$ cat src/rtl/rstpulse_pkg.sv
package rstpulse_pkg;
  // Top-byte key values; the mode flags move only on these.
  localparam logic [7:0] KEY_POL_HIGH = 8'hA5;
  localparam logic [7:0] KEY_POL_LOW  = 8'h5A;
  localparam logic [7:0] KEY_DRV_PP   = 8'hA8;
  localparam logic [7:0] KEY_DRV_OD   = 8'h8A;

  typedef struct packed {
    logic pol_high;   // 1: line asserted high
    logic push_pull;  // 1: push-pull, 0: open-drain
  } pad_mode_t;
endpackage

$ cat src/rtl/rstpulse_cfg.sv
module rstpulse_cfg
  import rstpulse_pkg::*;
#(
  parameter int DATA_W    = 32,
  parameter int WIDTH_W   = 20,
  parameter int DEF_WIDTH = 'hFF
) (
  input  logic               clk,
  input  logic               rst,
  input  logic               we,
  input  logic [DATA_W-1:0]  wdata,
  output logic [WIDTH_W-1:0] width,
  output pad_mode_t          mode,
  output logic [DATA_W-1:0]  rdata
);
  localparam int RSV_W = DATA_W - 2 - WIDTH_W;

  logic [7:0] key;
  assign key = wdata[DATA_W-1 -: 8];

  always_ff @(posedge clk) begin
    if (rst) begin
      width          <= WIDTH_W'(DEF_WIDTH);
      mode.pol_high  <= 1'b0;
      mode.push_pull <= 1'b0;
    end else if (we) begin
      width <= wdata[WIDTH_W-1:0];
      if (key == KEY_POL_HIGH)      mode.pol_high  <= 1'b1;
      else if (key == KEY_POL_LOW)  mode.pol_high  <= 1'b0;
      if (key == KEY_DRV_PP)        mode.push_pull <= 1'b1;
      else if (key == KEY_DRV_OD)   mode.push_pull <= 1'b0;
    end
  end

  assign rdata = {mode.pol_high, mode.push_pull, {RSV_W{1'b0}}, width};
endmodule

$ cat src/rtl/rstpulse_timer.sv
module rstpulse_timer #(
  parameter int WIDTH_W = 20
) (
  input  logic               clk,
  input  logic               rst,
  input  logic               tick,
  input  logic               trigger,
  input  logic [WIDTH_W-1:0] width,
  output logic               active,
  output logic [WIDTH_W-1:0] remain
);
  localparam logic [WIDTH_W-1:0] ONE = WIDTH_W'(1);

  always_ff @(posedge clk) begin
    if (rst) begin
      active <= 1'b0;
      remain <= '0;
    end else if (!active) begin
      if (trigger) begin
        active <= 1'b1;
        remain <= width;
      end
    end else if (tick) begin
      if (remain == '0) active <= 1'b0;
      else              remain <= remain - ONE;
    end
  end
endmodule

$ cat src/rtl/rstpulse_pad.sv
module rstpulse_pad
  import rstpulse_pkg::*;
(
  input  logic      clk,
  input  logic      rst,
  input  logic      active,
  input  pad_mode_t mode,
  output logic      pad_out,
  output logic      pad_oe
);
  logic level;
  assign level = mode.pol_high ? active : !active;

  always_ff @(posedge clk) begin
    if (rst) begin
      pad_out <= 1'b0;
      pad_oe  <= 1'b0;
    end else if (mode.push_pull) begin
      pad_out <= level;
      pad_oe  <= 1'b1;
    end else begin
      pad_out <= 1'b0;
      pad_oe  <= !level;
    end
  end
endmodule

$ cat src/rtl/rstpulse_gen.sv
module rstpulse_gen
  import rstpulse_pkg::*;
#(
  parameter int DATA_W    = 32,
  parameter int WIDTH_W   = 20,
  parameter int DEF_WIDTH = 'hFF
) (
  input  logic              clk,
  input  logic              rst,
  input  logic              tick_us,
  input  logic              trigger,
  input  logic              cfg_we,
  input  logic [DATA_W-1:0] cfg_wdata,
  output logic [DATA_W-1:0] cfg_rdata,
  output logic              pad_out,
  output logic              pad_oe
);
  logic [WIDTH_W-1:0] cur_width;
  pad_mode_t          cur_mode;
  logic               pulse_active;
  logic [WIDTH_W-1:0] pulse_remain;

  rstpulse_cfg #(.DATA_W(DATA_W), .WIDTH_W(WIDTH_W), .DEF_WIDTH(DEF_WIDTH)) u_cfg (
    .clk(clk), .rst(rst), .we(cfg_we), .wdata(cfg_wdata),
    .width(cur_width), .mode(cur_mode), .rdata(cfg_rdata)
  );

  rstpulse_timer #(.WIDTH_W(WIDTH_W)) u_timer (
    .clk(clk), .rst(rst), .tick(tick_us), .trigger(trigger),
    .width(cur_width), .active(pulse_active), .remain(pulse_remain)
  );

  rstpulse_pad u_pad (
    .clk(clk), .rst(rst), .active(pulse_active), .mode(cur_mode),
    .pad_out(pad_out), .pad_oe(pad_oe)
  );
endmodule

$ cat config.mk
export PLATFORM = sky130hd
export DESIGN_NAME = rstpulse_gen
export DESIGN_NICKNAME = d
export VERILOG_FILES = /design/src/rtl/rstpulse_pkg.sv /design/src/rtl/rstpulse_cfg.sv /design/src/rtl/rstpulse_timer.sv /design/src/rtl/rstpulse_pad.sv /design/src/rtl/rstpulse_gen.sv
export SDC_FILE = /design/constraint.sdc
export NUM_CORES = 1
export LEC_CHECK = 0
export CAP_MARGIN = 5
export CORE_MARGIN = 8
export CORE_UTILIZATION = 51
export CTS_CLUSTER_DIAMETER = 120
export DETAILED_ROUTE_END_ITERATION = 10
export HOLD_SLACK_MARGIN = 0.12
export PLACE_DENSITY = 0.88
export SLEW_MARGIN = 15
export SYNTH_ARGS = -nofsm -noshare
export SYNTH_HDL_FRONTEND = slang
export SYNTH_SLANG_ARGS = --single-unit
$ cat constraint.sdc
create_clock -name clk -period 3.51 [get_ports clk]
set_clock_uncertainty 0.2 [all_clocks]
set_input_delay 0.702 -clock clk [delete_from_list [all_inputs] [get_ports clk]]
set_output_delay 0.702 -clock clk [all_outputs]
set_load 0.02 [all_outputs]
* Yosys cells after proc, flatten, opt, wreduce, memory -nomap -nowiden
Index checks and enable logic that the tools add are counted.
** Storage, ports and cells
- Register bits after elaboration :: 45
- Input port bits :: 37
- Output and inout bits :: 34
** Operators by class
- Mux-type cells :: 14
- Bitwise gates (word level) :: 1
- Reductions and logical operators :: 10
- $add $sub $neg :: 1
- Equal/unequal tests :: 6
** Operator list (number)
- $mux 20 :: 4
- $eq 8x8->1 const B :: 3
- $logic_not 20->1 :: 1
- $sub 20x1->20 const B :: 1
- $mux 1 :: 10
- $eq 8x7->1 const B :: 1
- $reduce_bool 2->1 :: 3
- $ne 2x2->1 const B :: 2
- $reduce_and 2->1 :: 2
- $reduce_and 3->1 :: 1
- $logic_not 1->1 :: 2
- $reduce_or 2->1 :: 1
- $not 1->1 :: 1

* Longest topological paths before layout
- Depth after elaboration :: 4
- Depth in mapped cells :: 8

* Modules after synthesis
From an unflattened synthesis, not the netlist that was laid out.
** Second synthesis, totals
- Cells, all modules :: 301
- Area, all modules :: 2546.2 um2
** Modules (own cells, without submodules)
- rstpulse_timer :: area each 1362.6 um2, seq. area each 420.4 um2, times used 1, cells each 182
- rstpulse_cfg :: area each 1113.6 um2, seq. area each 440.4 um2, times used 1, cells each 113
- rstpulse_pad :: area each 70.1 um2, seq. area each 40.0 um2, times used 1, cells each 6

* Worst setup path before layout
OpenSTA, ideal clock, no wires.
- Path kind :: register -> register
- Start point :: reg u_timer.remain[0]
- End point :: reg u_timer.remain[15]
- Stages on the path, launching flop included :: 9
- Required time :: 3.167 ns
- Path buffers :: 1
- Setup time :: 0.143 ns
- Setup slack :: 1.289 ns
- Data arrival time :: 1.878 ns
- Cell sequence :: dfxtp_1 > inv_1 > ha_1 > nand2_1 > or4_4 > o41a_1 > buf_6 > a21oi_1 > a211oi_2
** Between the ends
- Longest elaborated chain between the ends :: 4
- Elaborated cells on any way between the ends :: 7
- Those cells by class :: add/sub: 1; eq/ne: 1; mux: 3; reduce/logical: 2
** RTL lines
- from (decl) :: RTL line rstpulse_timer.sv:10 : output logic [WIDTH_W-1:0] remain
- from (signal assigned) :: RTL line rstpulse_timer.sv:21 : remain <= width;
- from (signal assigned) :: RTL line rstpulse_timer.sv:25 : else remain <= remain - ONE;
- $sub 20x1->20 :: RTL line rstpulse_timer.sv:25
- $mux 20 :: RTL line rstpulse_timer.sv:24 : if (remain == '0) active <= 1'b0;
- $mux 20 :: RTL line rstpulse_timer.sv:23 : end else if (tick) begin
- $mux 20 :: RTL line rstpulse_timer.sv:18 : end else if (!active) begin
Several ways; a longest one is shown, not always the timed one. The select of a mux whose other input is x is not followed.
A chain may end at the register's enable or synchronous reset.

* Worst setup path after layout
- Start point :: reg u_timer.remain[0]
- End point :: reg u_timer.remain[5]
The elaborated chain is that of the path after synthesis.

==> reports/summary.txt <==
SYNTH
-------------------------------------------------------------------------------------------
Leading cell types by total area after synthesis                               dfxtp_1 (38%), mux2i_1 (9.6%), nand2_1 (4.9%), a21oi_1 (4.4%), nor2_1 (4.2%)
Dominant synthesized flop cell                                                      dfxtp_1
Synth Area in Compound Gates                                                         0.2157
Sequential fraction of the synthesis area                                            0.3770
Yosys warns                                                                               0
Register bit total from synthesis                                                        45
Top cell types by occurrence after synthesis                                   dfxtp_1 (45), nand2_1 (31), nor2_1 (27)
Dominant combinational cell family by area after synthesis                     compound AO/OA/AOI/OAI gates
Xor/xnor share of the synthesized area                                             0.003665
Area share of fa/ha/maj cells after synthesis                                       0.01047
Avg Cell Area, Syn                                                                8.627 µm²
Most instantiated library cell after synthesis                                      dfxtp_1
Fraction of registers with async set/reset                                                0
Cell taking the most area after synthesis                                           dfxtp_1
Share of synthesized cell area in and, or, nand and nor gates                        0.2110
Number of enable-type register cells in the synthesized netlist                           0
Area of the mapped netlist                                                         2390 µm²
Count of cell types in the netlist                                                       45
Syn Inst Count                                                                          277
Proportion of synthesized area in mux cells                                          0.1010
Area share of the largest cell type after synthesis                                  0.3770

FLOORPLANNING
-------------------------------------------------------------------------------------------
I/O pins                                                                                 71
Standard-cell row count                                                                  25
Width of the die                                                                   84.46 µm
Die Span Y                                                                         84.46 µm
Die ar.                                                                            7133 µm²
Area of the core                                                                   4629 µm²
Initial cell density of the core                                                     0.5162

TIMING
-------------------------------------------------------------------------------------------
Hold Slack                                                                         299.9 ps
Final clock period utilization by the worst path                                     0.7666
Pin slew with the least headroom to its limit                                      944.4 ps
Aggregate negative setup slack                                                         0 ps
Final count of pins violating max slew                                                    0
Highest Clock Rate                                                                371.6 MHz
Time the final worst path needs with I/O delays and setup                           2691 ps
Number of failing setup endpoints in the final timing report                              0
Hold Violations, Final                                                                    0
Unrepaired setup endpoints after global routing                                          no
Slew Limit Headroom                                                                  0.3682

DETAILED ROUTING
-------------------------------------------------------------------------------------------
Number of design-rule violations left by the first detailed-router iteration            230
Detailed Routing Iterations Pass 1                                                        4
DRT Wirelength                                                                      5904 µm
Routed len/inst                                                                    15.50 µm
Vias per Instance                                                                     5.785
DR vias                                                                                2204
Remaining routing DRC violations                                                          0
Count of antenna-violating nets left after detailed routing                               0

CLOCKING
-------------------------------------------------------------------------------------------
Clk buf depth                                                                             2
Root buffer selected by CTS                                                        clkbuf_8
Number of buffers added by the clock tree synthesis step                                  5
Clock tree from TritonCTS                                                               yes
Post CTS Setup Buffer Count                                                               0
Clock transition at the registers of the reported paths                               80 ps
Clk sink count                                                                           45
H-Tree Depth                                                                              2
Number of gates given a new drive strength after cts                                      0
Latest clock arrival within the worst-skew pair                                      290 ps
Quantity of hold-fixing buffers added after cts                                           0

LAYOUT
-------------------------------------------------------------------------------------------
Area taken by multi-input logic gates                                              1333 µm²
Final core occ                                                                       0.6514
Signed area change from the synthesized netlist to the final layout                  26.18%
Design Area, Final                                                                 3015 µm²
Layout cell share with drive strength beyond 1                                      0.08257
Antenna diode count                                                                       0
Fill count                                                                              412
Number of nets in the layout                                                            366
Number of cells in the finished layout apart from fillers                               381
Sequential cell area                                                              900.9 µm²

SETUP PATH
-------------------------------------------------------------------------------------------
Critical Path AT                                                                    2710 ps
Worst EP required                                                                   3530 ps
Max stage delay cell, worst path                                                    o41ai_4
Crit path buf inv count                                                                   1
R2R Setup Slk                                                                        820 ps
Crit-path max FO                                                                         17
Cell chain of the critical path                                                inv_1, ha_1, nand2_1, or4_4, o41ai_4, o21ai_0, a21oi_1
Worst setup EP type                                                                register
Category of the most critical setup path                                       register to register
Largest stage delay, worst path                                                      910 ps
Setup crit start kind                                                              register
Cell family with the largest share of critical-path delay                      compound AO/OA/AOI/OAI gates

WORST HOLD PATH
-------------------------------------------------------------------------------------------
Hold Path Class                                                                register to register

POWER AND IR DROP
-------------------------------------------------------------------------------------------
Maximum vdd drop                                                                  0.2214 mV
Power per unit of standard cell area                                           426.4 nW/µm²
Cell leakage power                                                                 1.141 nW

PLACE
-------------------------------------------------------------------------------------------
Count of buffers from port buffering                                                     56
Half-perimeter wire length of the detailed placement result                         4123 µm
DP Cell Count                                                                           374
Routability Congestion                                                               0.8386
Cell area reported after detailed placement                                        2929 µm²

GLOBAL ROUTING
-------------------------------------------------------------------------------------------
GRT Total Usage                                                                      0.1635
Wire length of the first global-routing pass                                        9735 µm
Initial antenna violation count                                                           0
Overflow left after global routing                                                        0
Maximum number of pins on one net before global-route repair                             51
Vias in the first global route                                                         2158

RUN STATUS
-------------------------------------------------------------------------------------------
Result of the run                                                              finished, final reports clean

JOB
-------------------------------------------------------------------------------------------
Count of maximum capacitance violations                                                   0

flip-flops by register name (all words and copies together) (netlist names):
signal / flops
u_timer.active: 1
u_pad.pad_out: 1
u_cfg.width: 20
u_pad.pad_oe: 1
u_timer.remain: 20
u_cfg.mode: 2
per-stage QoR:
| step | setup WS (ps) | power (mW) |
|---|---|---|
| 3_5_place_dp | 868.5 | 0.9680 |
| 3_3_place_gp | 941.1 | 0.9545 |
| 5_1_grt | 675.3 | 1.358 |
| 6_report | 819.2 | 1.286 |
| 2_1_floorplan | 1289 | 0.8582 |
| 4_1_cts | 851.0 | 1.293 |
cell type report:
cell class,instances,share of cell area
sequential,45,0.2988
clock buffer,7,0.02863
timing repair buffer,62,0.2008
inverter,6,0.007469
multi-input combinational,207,0.4419
tap,54,0.02241
path summary, 6_finish.rpt:
path,startpoint,to,depth (start not counted)
setup reg to reg,u_timer.remain[0],u_timer.remain[5],7
setup / recovery,u_timer.remain[0],u_timer.remain[5],7
hold / removal,u_timer.remain[0],u_timer.remain[0],2
hold reg to reg,u_timer.remain[0],u_timer.remain[0],2
layer usage:
metal	GRT usage	up-vias	routed length, µm
li1	-	1087	-
met1	0.1850	1044	2624
met2	0.2830	71	2850
met3	0.04780	2	384
met4	0.05987	0	45
met5	0	-	0
cell usage in the layout (no fill, tap or decap), drive strengths merged, types with 2 or more instances in the layout:
cell,count
o21ai,11
clkbuf,7
nor3b,3
o31a,2
or4,3
a21oi,22
o211ai,3
nor2b,2
nand2,32
nand2b,4
o31ai,4
ha,2
nand4,4
mux2i,23
a211oi,9
clkdlybuf4s50,56
nor3,5
o32ai,7
conb,10
buf,6
o22ai,5
nor2,27
nor4,6
a31oi,2
nand3,9
o41ai,2
dfxtp,45
nand3b,2
inv,6
where the power goes:
| group | switching, mW | total [mW] | internal [mW] | leakage [nW] |
|---|---|---|---|---|
| Sequential | 0.0468 | 0.597 | 0.550 | 0.371 |
| Clock | 0.169 | 0.325 | 0.156 | 0.0443 |
| Combinational | 0.203 | 0.364 | 0.161 | 0.725 |
| Total | 0.418 | 1.29 | 0.867 | 1.14 |
tightest hold or removal path, stage by stage (launching register included):
cell     delay [ps]
dfxtp_1         340
nand2_2          60
a31oi_1          60
cells by family (layout without fill, tap and decap cells):
family / after synthesis / count (layout)
flops: 45 / 45
mux: 24 / 24
other cells: 1 / 10
compound gates: 70 / 70
buf+inv: 34 / 75
simple gates: 100 / 100
fa+ha+maj: 2 / 2
xor+xnor: 1 / 1
Note: power is estimated with default switching activity, not from simulation.
